$ cat config.mk
export PLATFORM = sky130hd
export DESIGN_NAME = uart_mute_xcvr
export DESIGN_NICKNAME = d
export VERILOG_FILES = /design/src/rtl/uart_mute_pkg.sv /design/src/rtl/uart_baud_gen.sv /design/src/rtl/uart_tx.sv /design/src/rtl/uart_rx.sv /design/src/rtl/uart_mute_xcvr.sv
export SDC_FILE = /design/constraint.sdc
export NUM_CORES = 1
export LEC_CHECK = 0
export CAP_MARGIN = 20
export CORE_UTILIZATION = 30
export CTS_BUF_LIST = sky130_fd_sc_hd__clkbuf_4 sky130_fd_sc_hd__clkbuf_8
export CTS_CLUSTER_DIAMETER = 200
export CTS_CLUSTER_SIZE = 12
export DETAILED_ROUTE_END_ITERATION = 6
export SKIP_LAST_GASP = 1
export SYNTH_ARGS = -nofsm -noshare
export SYNTH_HDL_FRONTEND = slang
export SYNTH_HIERARCHICAL = 1
export SYNTH_SLANG_ARGS = --single-unit
$ cat constraint.sdc
create_clock -name clk -period 8.01 [get_ports clk]
set_clock_uncertainty 0.1 [all_clocks]
set_input_delay 0.801 -clock clk [delete_from_list [all_inputs] [get_ports clk]]
set_output_delay 0.801 -clock clk [all_outputs]
set_load 0.01 [all_outputs]
$ cat src/rtl/uart_mute_pkg.sv
package uart_mute_pkg;

  localparam int OSR        = 16;
  localparam int DATA_W     = 8;
  localparam int FRAME_BITS = 10;
  localparam int PER_W      = 20;

  typedef enum logic [1:0] {
    ADR_STAT = 2'd0,
    ADR_DATA = 2'd1,
    ADR_CTRL = 2'd2,
    ADR_BAUD = 2'd3
  } reg_addr_e;

  typedef enum logic [2:0] {
    TX_IDLE, TX_START, TX_DATA, TX_STOP, TX_BRK, TX_BRK_STOP
  } tx_st_e;

  typedef enum logic [1:0] {
    RX_IDLE, RX_START, RX_DATA, RX_STOP
  } rx_st_e;

  // Clocks per oversampling tick
  function automatic logic [PER_W-1:0] tick_period(input logic [PER_W-1:0] base,
                                                   input logic [1:0] pre,
                                                   input logic [2:0] div);
    logic [PER_W-1:0] p;
    p = base * (PER_W'(pre) + PER_W'(1));
    return p << div;
  endfunction

  function automatic logic maj3(input logic a, input logic b, input logic c);
    return (a & b) | (a & c) | (b & c);
  endfunction

endpackage

$ cat src/rtl/uart_baud_gen.sv
module uart_baud_gen #(
  parameter int CNT_W = 20
) (
  input  logic             clk,
  input  logic             rst_n,
  input  logic [CNT_W-1:0] period,
  output logic             tick
);
  logic [CNT_W-1:0] cnt;

  assign tick = (cnt >= period - CNT_W'(1));

  always_ff @(posedge clk or negedge rst_n) begin
    if (!rst_n)    cnt <= '0;
    else if (tick) cnt <= '0;
    else           cnt <= cnt + CNT_W'(1);
  end

  AST_TICK_BOUND: assert property (@(posedge clk) disable iff (!rst_n)
    (period != '0) |-> (cnt <= period || $past(period) != period));
endmodule

$ cat src/rtl/uart_tx.sv
module uart_tx
  import uart_mute_pkg::*;
(
  input  logic              clk,
  input  logic              rst_n,
  input  logic              tick,
  input  logic              hold_valid,
  input  logic [DATA_W-1:0] hold_data,
  input  logic              brk_req,
  output logic              load,
  output logic              txd,
  output logic              busy,
  output logic              brk_pend
);
  localparam int TCW = $clog2(OSR);
  localparam int BCW = $clog2(FRAME_BITS + 1);
  localparam logic [TCW-1:0] LAST_TICK = TCW'(OSR - 1);
  localparam logic [BCW-1:0] BRK_LAST  = BCW'(FRAME_BITS - 1);

  tx_st_e            st;
  logic [TCW-1:0]    tcnt;
  logic [2:0]        bidx;
  logic [DATA_W-1:0] shreg;
  logic [BCW-1:0]    brk_bits;
  logic              brk_q;
  logic              brk_fall;
  logic              bit_end;

  assign brk_fall = brk_q & ~brk_req;
  assign bit_end  = tick && (tcnt == LAST_TICK);
  assign load     = (st == TX_IDLE) && !brk_pend && hold_valid;
  assign busy     = (st != TX_IDLE);

  always_ff @(posedge clk or negedge rst_n) begin
    if (!rst_n) begin
      st       <= TX_IDLE;
      tcnt     <= '0;
      bidx     <= '0;
      shreg    <= '0;
      brk_bits <= '0;
      brk_q    <= 1'b0;
      brk_pend <= 1'b0;
      txd      <= 1'b1;
    end else begin
      brk_q <= brk_req;
      if (st == TX_IDLE) begin
        tcnt <= '0;
        if (brk_pend) begin
          st       <= TX_BRK;
          brk_bits <= '0;
          brk_pend <= 1'b0;
          txd      <= 1'b0;
        end else if (load) begin
          st    <= TX_START;
          shreg <= hold_data;
          txd   <= 1'b0;
        end
      end else if (tick) begin
        tcnt <= bit_end ? '0 : tcnt + TCW'(1);
        if (bit_end) begin
          case (st)
            TX_START: begin
              st   <= TX_DATA;
              bidx <= '0;
              txd  <= shreg[0];
            end
            TX_DATA: begin
              if (bidx == 3'd7) begin
                st  <= TX_STOP;
                txd <= 1'b1;
              end else begin
                bidx  <= bidx + 3'd1;
                txd   <= shreg[1];
                shreg <= {1'b0, shreg[DATA_W-1:1]};
              end
            end
            TX_BRK: begin
              if (brk_bits == BRK_LAST) begin
                st  <= TX_BRK_STOP;
                txd <= 1'b1;
              end else begin
                brk_bits <= brk_bits + BCW'(1);
              end
            end
            default: st <= TX_IDLE;
          endcase
        end
      end
      if (brk_fall) brk_pend <= 1'b1;
    end
  end

  AST_TX_IDLE_HIGH: assert property (@(posedge clk) disable iff (!rst_n)
    (st == TX_IDLE) |-> txd);
  AST_BRK_ARMED: assert property (@(posedge clk) disable iff (!rst_n)
    brk_fall |=> brk_pend);
  AST_BRK_LINE_LOW: assert property (@(posedge clk) disable iff (!rst_n)
    (st == TX_BRK) |-> !txd);
endmodule

$ cat src/rtl/uart_rx.sv
module uart_rx
  import uart_mute_pkg::*;
(
  input  logic              clk,
  input  logic              rst_n,
  input  logic              tick,
  input  logic              rxd_async,
  output logic              frame_done,
  output logic              stop_ok,
  output logic [DATA_W-1:0] rx_byte,
  output logic              idle_evt
);
  localparam int TCW        = $clog2(OSR);
  localparam int IDLE_TICKS = OSR * FRAME_BITS;
  localparam int ICW        = $clog2(IDLE_TICKS + 1);
  localparam logic [TCW-1:0] SMP_A     = TCW'(OSR / 2 - 1);
  localparam logic [TCW-1:0] SMP_B     = TCW'(OSR / 2);
  localparam logic [TCW-1:0] SMP_C     = TCW'(OSR / 2 + 1);
  localparam logic [TCW-1:0] LAST_TICK = TCW'(OSR - 1);
  localparam logic [ICW-1:0] IDLE_LAST = ICW'(IDLE_TICKS - 1);
  localparam logic [ICW-1:0] IDLE_FULL = ICW'(IDLE_TICKS);

  rx_st_e            st;
  logic              rx_m, rx_s;
  logic [TCW-1:0]    rcnt;
  logic [1:0]        smp;
  logic [2:0]        bidx;
  logic [DATA_W-1:0] shreg;
  logic [ICW-1:0]    icnt;
  logic              vote;
  logic              at_mid;

  assign vote   = maj3(smp[0], smp[1], rx_s);
  assign at_mid = tick && (rcnt == SMP_C);

  always_ff @(posedge clk or negedge rst_n) begin
    if (!rst_n) begin
      rx_m <= 1'b1;
      rx_s <= 1'b1;
    end else begin
      rx_m <= rxd_async;
      rx_s <= rx_m;
    end
  end

  always_ff @(posedge clk or negedge rst_n) begin
    if (!rst_n) begin
      st         <= RX_IDLE;
      rcnt       <= '0;
      smp        <= '0;
      bidx       <= '0;
      shreg      <= '0;
      frame_done <= 1'b0;
      stop_ok    <= 1'b0;
      rx_byte    <= '0;
    end else begin
      frame_done <= 1'b0;
      if (st == RX_IDLE) begin
        if (tick && !rx_s) begin
          st   <= RX_START;
          rcnt <= '0;
        end
      end else if (tick) begin
        rcnt <= (rcnt == LAST_TICK) ? '0 : rcnt + TCW'(1);
        if (rcnt == SMP_A) smp[0] <= rx_s;
        if (rcnt == SMP_B) smp[1] <= rx_s;
        if (at_mid) begin
          case (st)
            RX_START: if (vote) st <= RX_IDLE;
            RX_DATA:  shreg <= {vote, shreg[DATA_W-1:1]};
            RX_STOP: begin
              frame_done <= 1'b1;
              stop_ok    <= vote;
              rx_byte    <= shreg;
              st         <= RX_IDLE;
            end
            default: ;
          endcase
        end
        if (rcnt == LAST_TICK) begin
          if (st == RX_START) begin
            st   <= RX_DATA;
            bidx <= '0;
          end else if (st == RX_DATA) begin
            if (bidx == 3'd7) st <= RX_STOP;
            else              bidx <= bidx + 3'd1;
          end
        end
      end
    end
  end

  // Idle-line detector: counts ticks of high line while the receiver rests
  always_ff @(posedge clk or negedge rst_n) begin
    if (!rst_n) begin
      icnt     <= '0;
      idle_evt <= 1'b0;
    end else begin
      idle_evt <= 1'b0;
      if (st != RX_IDLE || !rx_s) begin
        icnt <= '0;
      end else if (tick && icnt != IDLE_FULL) begin
        icnt <= icnt + ICW'(1);
        if (icnt == IDLE_LAST) idle_evt <= 1'b1;
      end
    end
  end

  AST_DONE_LEAVES_FRAME: assert property (@(posedge clk) disable iff (!rst_n)
    frame_done |-> (st == RX_IDLE));
  AST_IDLE_NEEDS_HIGH: assert property (@(posedge clk) disable iff (!rst_n)
    idle_evt |-> $past(rx_s));
endmodule

$ cat src/rtl/uart_mute_xcvr.sv
module uart_mute_xcvr
  import uart_mute_pkg::*;
#(
  parameter int BASE_DIV = 4
) (
  input  logic       clk,
  input  logic       rst_n,
  input  logic [1:0] bus_addr,
  input  logic       bus_wr,
  input  logic       bus_rd,
  input  logic [7:0] bus_wdata,
  output logic [7:0] bus_rdata,
  input  logic       rxd,
  output logic       txd,
  output logic       rx_ready,
  output logic       tx_empty
);
  localparam logic [PER_W-1:0] BASE_W = PER_W'(BASE_DIV);
  localparam int N_RATE = 2;  // index 0: transmit, 1: receive

  logic [7:0]        baud_q;
  logic [PER_W-1:0]  per_v [N_RATE];
  logic [N_RATE-1:0] tick_v;

  logic [DATA_W-1:0] tdr, rx_hold;
  logic              tdr_full, rx_ready_q, rx_seen;
  logic              brk_q, mute_q, wake_q;

  logic              tx_load, tx_busy, brk_pend;
  logic              frame_done, stop_ok, idle_evt;
  logic [DATA_W-1:0] rx_byte;

  logic wr_data, wr_ctrl, wr_baud, rd_data;
  logic frame_good, deliver, addr_wake, idle_wake, wake_clr, mute_locked;

  assign per_v[0] = tick_period(BASE_W, baud_q[7:6], baud_q[5:3]);
  assign per_v[1] = tick_period(BASE_W, baud_q[7:6], baud_q[2:0]);

  for (genvar g = 0; g < N_RATE; g++) begin : g_rate
    uart_baud_gen #(.CNT_W(PER_W)) u_gen (
      .clk    (clk),
      .rst_n  (rst_n),
      .period (per_v[g]),
      .tick   (tick_v[g])
    );
  end

  uart_tx u_tx (
    .clk        (clk),
    .rst_n      (rst_n),
    .tick       (tick_v[0]),
    .hold_valid (tdr_full),
    .hold_data  (tdr),
    .brk_req    (brk_q),
    .load       (tx_load),
    .txd        (txd),
    .busy       (tx_busy),
    .brk_pend   (brk_pend)
  );

  uart_rx u_rx (
    .clk        (clk),
    .rst_n      (rst_n),
    .tick       (tick_v[1]),
    .rxd_async  (rxd),
    .frame_done (frame_done),
    .stop_ok    (stop_ok),
    .rx_byte    (rx_byte),
    .idle_evt   (idle_evt)
  );

  assign wr_data = bus_wr && (bus_addr == ADR_DATA);
  assign wr_ctrl = bus_wr && (bus_addr == ADR_CTRL);
  assign wr_baud = bus_wr && (bus_addr == ADR_BAUD);
  assign rd_data = bus_rd && (bus_addr == ADR_DATA);

  // Wake-up and delivery events
  assign frame_good  = frame_done && stop_ok;
  assign addr_wake   = frame_good && mute_q && wake_q && rx_byte[DATA_W-1];
  assign idle_wake   = idle_evt && mute_q && !wake_q && rx_seen;
  assign wake_clr    = addr_wake || idle_wake;
  assign deliver     = frame_good && (!mute_q || addr_wake);
  assign mute_locked = wake_q && rx_ready_q;

  always_ff @(posedge clk or negedge rst_n) begin
    if (!rst_n) begin
      baud_q     <= '0;
      tdr        <= '0;
      tdr_full   <= 1'b0;
      rx_hold    <= '0;
      rx_ready_q <= 1'b0;
      rx_seen    <= 1'b0;
      brk_q      <= 1'b0;
      mute_q     <= 1'b0;
      wake_q     <= 1'b0;
    end else begin
      if (wr_baud) baud_q <= bus_wdata;

      if (wr_data) begin
        tdr      <= bus_wdata;
        tdr_full <= 1'b1;
      end else if (tx_load) begin
        tdr_full <= 1'b0;
      end

      if (rd_data) rx_ready_q <= 1'b0;
      if (deliver) begin
        rx_hold    <= rx_byte;
        rx_ready_q <= 1'b1;
        rx_seen    <= 1'b1;
      end

      if (wr_ctrl) begin
        brk_q  <= bus_wdata[0];
        wake_q <= bus_wdata[2];
        if (!mute_locked) mute_q <= bus_wdata[1];
      end
      if (wake_clr) mute_q <= 1'b0;
    end
  end

  always_comb begin
    case (bus_addr)
      ADR_STAT: bus_rdata = {5'd0, !tx_busy && !tdr_full && !brk_pend, !tdr_full, rx_ready_q};
      ADR_DATA: bus_rdata = rx_hold;
      ADR_CTRL: bus_rdata = {5'd0, wake_q, mute_q, brk_q};
      default:  bus_rdata = baud_q;
    endcase
  end

  assign rx_ready = rx_ready_q;
  assign tx_empty = !tdr_full;

  AST_BAD_STOP_DROPPED: assert property (@(posedge clk) disable iff (!rst_n)
    (frame_done && !stop_ok) |=> $stable(rx_hold));
  AST_MUTE_HOLDS_DATA: assert property (@(posedge clk) disable iff (!rst_n)
    (frame_done && mute_q && !addr_wake) |=> $stable(rx_hold));
  AST_ADDR_WAKE: assert property (@(posedge clk) disable iff (!rst_n)
    addr_wake |=> (!mute_q && rx_ready_q));
  AST_IDLE_NEEDS_BYTE: assert property (@(posedge clk) disable iff (!rst_n)
    (idle_evt && !rx_seen && !wr_ctrl && !addr_wake) |=> (mute_q == $past(mute_q)));
  AST_MUTE_LOCKED: assert property (@(posedge clk) disable iff (!rst_n)
    (wr_ctrl && mute_locked && !wake_clr) |=> $stable(mute_q));
endmodule

# Word-level counts from Yosys, hierarchy flattened
# Index checks and enable logic that the tools add are counted.
totals:
  reg_bits: 135
  inputBits: 15
  output_inout_bits: 11
  word_cells: 218
op_classes:
  add_sub_neg: 11
  n_lt_le_gt_ge: 2
  eq_ne: 31
  n_shift: 2
  mux: 71
  bitwise: 9
  n_reduce_logical: 60
op_table:
  columns: ["operator", "n"]
  rows:
  - ["2-to-1 mux 8 bit", 9]
  - ["2-to-1 mux 4 bit", 13]
  - ["adder 20 x 1 -> 20 bit, second input constant", 2]
  - [">= comparator 20 bit", 2]
  - ["2-to-1 mux 20 bit", 2]
  - ["subtractor 20 x 1 -> 20 bit, second input constant", 2]
  - ["2-to-1 mux 3 bit", 11]
  - ["nonzero test 2 bit", 13]
  - ["AND reduction 5 bit", 5]
  - ["one-hot mux 8 bit (3 select lines)", 1]
  - ["2-to-1 mux 1 bit", 22]
  - ["logical AND 1 bit", 21]
  - ["equality test 4 bit, second input constant", 5]
  - ["<< shifter 20 x 3 -> 20 bit", 1]
  - ["<< shifter 5 x 3 -> 20 bit", 1]
  - ["2-to-1 mux 2 bit", 9]
  - ["adder 4 x 1 -> 4 bit, second input constant", 3]
  - ["inequality test 2 bit, second input constant", 5]
  - ["equality test 3 bit, second input constant", 3]
  - ["one-hot mux 3 bit (3 select lines)", 1]
  - ["adder 8 x 1 -> 8 bit, second input constant", 1]
  - ["equality test 2 bit, second input constant", 4]
  - ["equality test 8 bit, second input constant", 1]
  - ["inequality test 2 x 1 -> 1 bit, second input constant", 4]
  - ["other kinds (25)", 45]

# Depth between registers and ports, before layout
# Gate-level depths: netlist of run 1.
logic_depth:
  ltp_word: 12
  depth_mapped: 21
  depth_no_buf: 19

# Modules after synthesis
# Netlist of run 1, hierarchy kept.
by_module_without_submodules:
  columns: ["mod", "instances", "cells_per_inst", "area_each_um2", "seq_area_each_um2"]
  rows:
  - ["uart_rx", 1, 165, 1961.9, 1003.5]
  - ["uart_baud_gen at g_rate[0].u_gen", 1, 204, 1780.5, 500.5]
  - ["uart_baud_gen at g_rate[1].u_gen", 1, 193, 1769.2, 500.5]
  - ["uart_mute_xcvr", 1, 154, 1656.6, 750.7]
  - ["uart_tx", 1, 128, 1386.3, 626.9]

# Worst setup path before layout of run 1
# OpenSTA, ideal clock, no wires.
synth_timing:
  path_kind: "reg2reg"
  startpoint: "register baud_q[6]"
  endpoint: "register u_rx.rx_byte[0]"
  setup_time_ns: 0.125
  arrival_ns: 4.891
  required_ns: 7.785
  slack_ns: 2.894
  path_stages_with_launch: 22
  n_path_buf: 3
  period_less_slack_ns: 5.116
  path_cell_list: "dfrtp_1 ha_1 nor2b_1 o21ai_0 a21oi_1 or4_4 or4_4 nand2b_4 nor2_2 xnor2_1 ha_1 nand4_1 nor4_1 or4b_1 o211ai_2 a211o_1 buf_4 nor2b_1 buf_4 nand3_4 buf_6 mux2_4"
synth_lines:
  columns: ["element", "line_no", "rtl"]
  rows:
  - ["start: declaration", "uart_mute_xcvr.sv:21", "logic [7:0] baud_q;"]
  - ["start signal: assignment", "uart_mute_xcvr.sv:97", "if (wr_baud) baud_q <= bus_wdata;"]
  - ["end signal: assignment", "uart_rx.sv:74", "rx_byte <= shreg;"]
  - ["end: declaration", "uart_rx.sv:10", "output logic [DATA_W-1:0] rx_byte,"]

==> results of run 1 <==
## sequential cells by signal (all words and copies together) (netlist names), 4 cells and up
register / cells
u_rx/rcnt: 4
rx_hold: 8
u_rx/rx_byte: 8
u_tx/tcnt: 4
u_tx/brk_bits: 4
g_rate.u_gen/cnt: 40
tdr: 8
baud_q: 8
u_rx/shreg: 8
u_tx/shreg: 8
u_rx/icnt: 8
## cells in the mapped netlist (all sizes together), types with 30 or more instances
library cell / n
dfrtp: 132
mux2: 62
ha: 61
nor2: 53
nand2: 51
nor3: 38
xnor2: 37
inv: 35
a21oi: 34
nand3: 34
xor2: 32
o21ai: 30
## area by class of cell
type	instances	area [µm²]	area share, %
sequential	135	3380	34.8
multi-input combinational	690	5040	51.9
tap	378	473	4.87
clock inverter	14	166	1.71
inverter	35	131	1.35
clock buffer	18	248	2.55
timing repair buffer	28	274	2.82
## worst min-delay path by stage
| stage | slack (ps) | cells after the start | to | startpoint |
|---|---|---|---|---|
| after floorplan | 250 | 0 | u_rx/rx_s | u_rx/rx_m |
| after global placement | 250 | 0 | u_rx/rx_s | u_rx/rx_m |
| after detailed placement | 250 | 0 | u_rx/rx_s | u_rx/rx_m |
| after CTS | 260 | 0 | u_rx/rx_s | u_rx/rx_m |
| after global routing | 270 | 0 | u_rx/rx_s | u_rx/rx_m |
| final | 260 | 0 | u_rx/rx_s | u_rx/rx_m |
## worst max-delay path, stage by stage, from the launching register on
cell and delay [ps]:
sky130_fd_sc_hd__dfrtp_1 490, sky130_fd_sc_hd__ha_1 310, sky130_fd_sc_hd__nor2b_1 160, sky130_fd_sc_hd__o21ai_0 220, sky130_fd_sc_hd__a21oi_1 130, sky130_fd_sc_hd__or4_4 570
sky130_fd_sc_hd__or4_4 450, sky130_fd_sc_hd__nand2b_4 180, sky130_fd_sc_hd__nor3_4 110, sky130_fd_sc_hd__xnor2_1 90, sky130_fd_sc_hd__ha_1 290, sky130_fd_sc_hd__nand4_1 210
sky130_fd_sc_hd__nor4_1 390, sky130_fd_sc_hd__or4b_1 550, sky130_fd_sc_hd__o211ai_2 180, sky130_fd_sc_hd__a211o_1 340, sky130_fd_sc_hd__nor2b_1 600, sky130_fd_sc_hd__nand3_2 350
sky130_fd_sc_hd__mux2_2 350
## per-layer routing
layer	GRT usage, %	vias to the layer above
met4	3.96	0
met2	20.6	94
met1	17.2	3023
met5	0	-
met3	2.20	20
li1	-	3160
## cell families (layout without fill, tap and decap cells)
logic type	count (synthesis)	after routing	synth area share, %
compound gates	126	126	9.89
xor+xnor	69	69	7.06
fa+ha+maj	62	62	9.04
buf+inv	70	95	3.73
flops	135	135	39.5
mux	76	76	10.5
other cells	1	52	0.0438
simple gates	305	305	20.2
## metrics by stage
step	instance area, µm²	util, %	setup WS, ps	hold slack, ps	std cells
after global placement	9300	33.3	1890	249	1265
after floorplan	8750	-	2890	245	895
after detailed placement	9300	33.3	1800	249	1265
after global routing	9720	34.8	1250	266	1298
after CTS	9710	34.8	1780	257	1297
final	9720	34.8	1800	259	1298
## power by group
part	total, µW	internal [µW]	switching (µW)
Sequential	904	773	131
Clock	593	293	300
Combinational	560	261	299
==> impl_metrics.csv, run 1 <==
group,metric,value,unit
status,outcome,"finished clean",
layout,insertedDiodeCount,0,
sta,slew-limit-headroom,46.8,%
clocking,cts_setup_buffers,0,
synthesis,netlist_top_cells_area,"sky130_fd_sc_hd__dfrtp_1 39%, sky130_fd_sc_hd__ha_1 8.9%, sky130_fd_sc_hd__mux2_2 7.0%, sky130_fd_sc_hd__xnor2_1 3.8%, sky130_fd_sc_hd__xor2_1 3.3%",
synthesis,avgSynthCellArea,10.1,µm²
clocking,clk_pin_slew_worst_paths,80,ps
sta,final.setup.tns,0,ps
grt,first_pass_grt_wire_length,30200,µm
route,met1Wirelength,8480,µm
synthesis,synthesis.area,8550,µm²
power,pwr_density_cell,212,nW/µm²
die,placement_rows,61,
power,irDropWorstVdd,0.107,mV
setup_path,regToRegSetupSlack,1800,ps
setup_path,end_kind,"flip-flop",
route,wl_per_cell,13.2,µm
layout,layout.nets,983,
sta,finalSetupViolCount,0,
die,die_x,171,µm
placement,place_hpwl,12400,µm
synthesis,yosysUniqueCellTypes,83,
placement,gp_congestion,0.797,
synthesis,postSynth.asyncResetShare,100,%
grt,maximum_number_of_pins_on_one_net_before_global_route_repair,77,
route,first_iter_violations,249,
setup_path,setup.worst_path.end,"u_rx/shreg[3]",
synthesis,number_of_synthesized_flops_with_an_enable_pin,0,
layout,post_route_cells_drive_above_1_share,14.1,%
synthesis,yosysSeqAreaShare,39.5,%
layout,layout_commonest_cell,"sky130_fd_sc_hd__dfrtp_1",
setup_path,timing.rr.start,"baud_q[6]",
setup_path,critPathRequiredTime,8240,ps
die,floorplan.die.height,171,µm
power,fin_total_pwr,2060,µW
grt,grt_pass1_vias,6215,
synthesis,synth_top_area_cell,"sky130_fd_sc_hd__dfrtp_1",
clocking,cts_num_sinks,135,
route,top_signal_layer_used,"met4",
power,power_leakage,0.00423,µW
route,dr.pass1.iters,4,
route,wirelength,17200,µm
layout,num-fill-cells,2881,
sta,fmaxAchievable,161,MHz
route,drt_drc_violations_left,0,
placement,port_bufs,25,
synthesis,synthDominantCellAreaShare,38.6,%
clocking,clkLatencyLatePin,440,ps
sta,finalWorstPathRequiredPeriod,6210,ps
layout,mostFrequentLayoutCells,"132 x sky130_fd_sc_hd__dfrtp_1, 61 x sky130_fd_sc_hd__ha_1, 53 x sky130_fd_sc_hd__mux2_2",
clocking,cts_hold_buf,0,
route,antenna_left,0,
route,met3WireLength,394,µm
sta,rsz_0062_raised_after_global_routing,"false",
synthesis,synth_seq_cells,135,
setup_path,timing.critical_path.from_type,"flip-flop",
sta,report.final.hold_viol_count,0,
die,io_pins,26,
clocking,clock_tree_from_tritoncts,"yes",
grt,globalRouteOverflowTotal,0,
route,viasPerCell,4.85,
grt,groute.usage.overall,12.7,%
hold_path,hold_path_class,"reg -> reg",
grt,antenna_found_initial,0,
clocking,clock_tree.buffer_depth,2,
setup_path,critical_path_arrival,6430,ps
clocking,cts.repair.resized,0,
die,core,27900,µm²
layout,layout-area-overhead-vs-synth,13.6,%
clocking,clock_tree.root_cell,"sky130_fd_sc_hd__clkbuf_8",
setup_path,worst-path-max-fanout,11,
route,met2WireLength,8110,µm
setup_path,worst_r2r_endpoint,"u_rx/shreg[3]",
setup_path,crit_path_start,"baud_q[6]",
sta,worst-slew-pin-transition,798,ps
route,via_count,6297,
setup_path,worst-r2r-cell-count,18,
synthesis,postSynth.topFlopCell,"sky130_fd_sc_hd__dfrtp_1",
clocking,numCtsBuffers,17,
sta,final.period_utilization,77.5,%
die,initial_utilization,30.6,%
sta,drv_slew,0,
setup_path,path_class,"reg -> reg",
clocking,cts_max_level,4,
die,total_die_area,29200,µm²
run,max_cap_viol_count,0,
synthesis,syn-instance-count,844,
synthesis,synth_warnings,6,
Note: power is estimated with default switching activity, not from simulation.
==> inputs of run 2 (changes only) <==
==> constraint.sdc (replaced) <==
create_clock -name clk -period 6.4 [get_ports clk]
set_clock_uncertainty 0.1 [all_clocks]
set_input_delay 0.64 -clock clk [delete_from_list [all_inputs] [get_ports clk]]
set_output_delay 0.64 -clock clk [all_outputs]
set_load 0.01 [all_outputs]
==> run 2 against run 1 <==
  * Setup slack worse by 980 ps
  * Maximum frequency is 11% higher
  * First-iteration DRC count is 5.6% lower
  * Core utilization is 0.14 points lower
  * Global-route usage hardly changed
  * Hold slack worse by 190 ps
  * Register-to-register slack worse by 980 ps
  * Final cell count is 0.31% higher
  * Critical path depth stayed put
  * Flip-flop and latch count stayed put
  * Power is 20% higher
==> impl_metrics.csv, run 2 (same netlist as run 1, synthesis figures left out) <==
group,metric,value,unit
route,first_iter_violations,235,
setup_path,worst-path-max-fanout,11,
hold_path,hold_path_class,"in -> async",
setup_path,path_cells,"ha_1 -> nor2b_1 -> o21ai_0 -> a21oi_1 -> or4_4 -> nor4_2 -> nand2_1 -> nor4_1 -> xnor2_1 -> ha_1 -> nand4_1 -> nor4_1 -> or4b_1 -> o211ai_2 -> a211o_1 -> nor2b_2 -> nand3_4 -> mux2_4",
grt,groute.usage.overall,12.7,%
setup_path,worst-r2r-cell-count,18,
die,core,27900,µm²
placement,place_hpwl,12400,µm
sta,slew-limit-headroom,40.2,%
clocking,numCtsBuffers,17,
power,power_leakage,0.00423,µW
grt,maximum_number_of_pins_on_one_net_before_global_route_repair,70,
route,via_count,6284,
sta,worst-slew-pin-transition,898,ps
layout,layout_commonest_cell,"sky130_fd_sc_hd__dfrtp_1",
placement,gp_congestion,0.779,
sta,hold-worst-slack,72.2,ps
setup_path,critical_path_arrival,5800,ps
clocking,cts_max_level,4,
run,max_cap_viol_count,0,
layout,largest_register,"g_rate.u_gen/cnt",
route,dr.pass1.iters,4,
clocking,clock_tree.buffer_depth,2,
power,fin_total_pwr,2470,µW
setup_path,end_kind,"flip-flop",
sta,finalSetupViolCount,0,
setup_path,worst_path_max_delay_cell,"sky130_fd_sc_hd__or4_4",
route,drt_drc_violations_left,0,
sta,report.final.hold_viol_count,0,
sta,final.setup.tns,0,ps
setup_path,critPathRequiredTime,6630,ps
setup_path,timing.rr.start,"baud_q[6]",
sta,drv_slew,0,
route,viasPerCell,4.83,
setup_path,crit_path_start,"baud_q[6]",
status,outcome,"finished clean",
route,antenna_left,0,
grt,antenna_found_initial,0,
die,total_die_area,29200,µm²
clocking,clock_tree_from_tritoncts,"yes",
setup_path,worst_r2r_endpoint,"u_rx/rx_byte[7]",
power,irDropWorstVdd,0.141,mV
clocking,clkLatencyLatePin,450,ps
route,wirelength,17100,µm
setup_path,timing.critical_path.from_type,"flip-flop",
clocking,clock_tree.root_cell,"sky130_fd_sc_hd__clkbuf_8",
die,io_pins,26,
power,pwr_density_cell,255,nW/µm²
route,wl_per_cell,13.1,µm
setup_path,critical_path.max_stage_delay,560,ps
sta,finalWorstPathRequiredPeriod,5570,ps
sta,rsz_0062_raised_after_global_routing,"false",
grt,globalRouteOverflowTotal,0,
placement,port_bufs,25,
sta,fmaxAchievable,179,MHz
layout,mostFrequentLayoutCells,"132 x sky130_fd_sc_hd__dfrtp_1, 61 x sky130_fd_sc_hd__ha_1, 53 x sky130_fd_sc_hd__mux2_2",
setup_path,path_class,"reg -> reg",
setup_path,regToRegSetupSlack,830,ps
layout,num-fill-cells,2877,
sta,final.period_utilization,87.1,%
layout,layout.nets,987,
layout,insertedDiodeCount,0,
clocking,clk_pin_slew_worst_paths,90,ps
layout,largest_register_ff_count,40,
layout,post_route_cells_drive_above_1_share,14.6,%
grt,grt_pass1_vias,6086,
die,floorplan.die.height,171,µm
die,die_x,171,µm
grt,first_pass_grt_wire_length,29900,µm
setup_path,setup.worst_path.end,"u_rx/rx_byte[7]",
layout,fin_util,34.7,%
die,placement_rows,61,
clocking,cts_num_sinks,135,
die,initial_utilization,30.6,%
layout,layout-area-overhead-vs-synth,13.1,%
run 2: cell count changes in the layout (fill, tap and decap cells not counted), sizes merged:
cell and change:
inv -1, bufinv -2, buf +4, clkinv +3
run 2: where the power goes:
part | leakage (µW) | internal (µW) | switching (µW)
clock | 0.000173 | 273 | 362
combinational | 0.00229 | 330 | 375
sequential | 0.00176 | 968 | 158
total | 0.00423 | 1570 | 895
run 2: worst min path at each step:
stage | start | to | slack (ps) | depth (start not counted)
2_1_floorplan | rst_n | baud_q[0] | 240 | 0
3_3_place_gp | u_rx/rx_m | u_rx/rx_s | 250 | 0
3_5_place_dp | u_rx/rx_m | u_rx/rx_s | 250 | 0
4_1_cts | rst_n | u_rx/rcnt[0] | 70 | 1
5_1_grt | rst_n | u_rx/rcnt[0] | 100 | 1
6_report | rst_n | u_rx/rcnt[0] | 70 | 1
run 2: per-layer routing:
layer  share of wire (%)  track usage, %
met2                  46            20.1
met4                 1.2            4.35
met1                  51            17.5
met5                   0               0
met3                 2.1            2.17
run 2: cell type report:
class | instances | area, µm² | area share [%]
clock buffer | 18 | 241 | 2.49
inverter | 35 | 131 | 1.36
tap | 378 | 473 | 4.89
clock inverter | 14 | 100 | 1.03
sequential | 135 | 3380 | 34.9
multi-input combinational | 690 | 5050 | 52.1
timing repair buffer | 32 | 304 | 3.14
run 2: worst max-delay path, delay by kind of cell (launching register included):
family / cells / cell delay [ps]
DFF: 1 / 380
AOI/OAI and AO/OA: 4 / 710
and+or+nand+nor: 10 / 3180
muxes: 1 / 350
adders and majority gates: 2 / 580
xor gates and xnor gates: 1 / 120
run 2: through the flow:
step,cell area [µm²],instances,setup slack (ps)
after floorplan,8750,895,1280
after global placement,9330,1269,727
after detailed placement,9330,1269,609
after CTS,9670,1301,606
after global routing,9680,1302,237
final,9680,1302,827
run 2: what timing repair did:
| action | CTS | global route |
|---|---|---|
| gates resized for setup | 0 | 1 |
| setup endpoints to repair | 0 | 2 |
| hold buffers | 0 | 0 |
| setup buffers | 0 | 0 |
==> inputs of run 3 (changes only) <==
--- a/config.mk
+++ b/config.mk
@@ -9,7 +9,7 @@
 export CORE_UTILIZATION = 30
 export CTS_BUF_LIST = sky130_fd_sc_hd__clkbuf_4 sky130_fd_sc_hd__clkbuf_8
 export CTS_CLUSTER_DIAMETER = 200
-export CTS_CLUSTER_SIZE = 12
+export CTS_CLUSTER_SIZE = 25
 export DETAILED_ROUTE_END_ITERATION = 6
 export SKIP_LAST_GASP = 1
 export SYNTH_ARGS = -nofsm -noshare
==> results of run 3 <==
No change in the layout: final DEF, timing and power equal those of run 2.
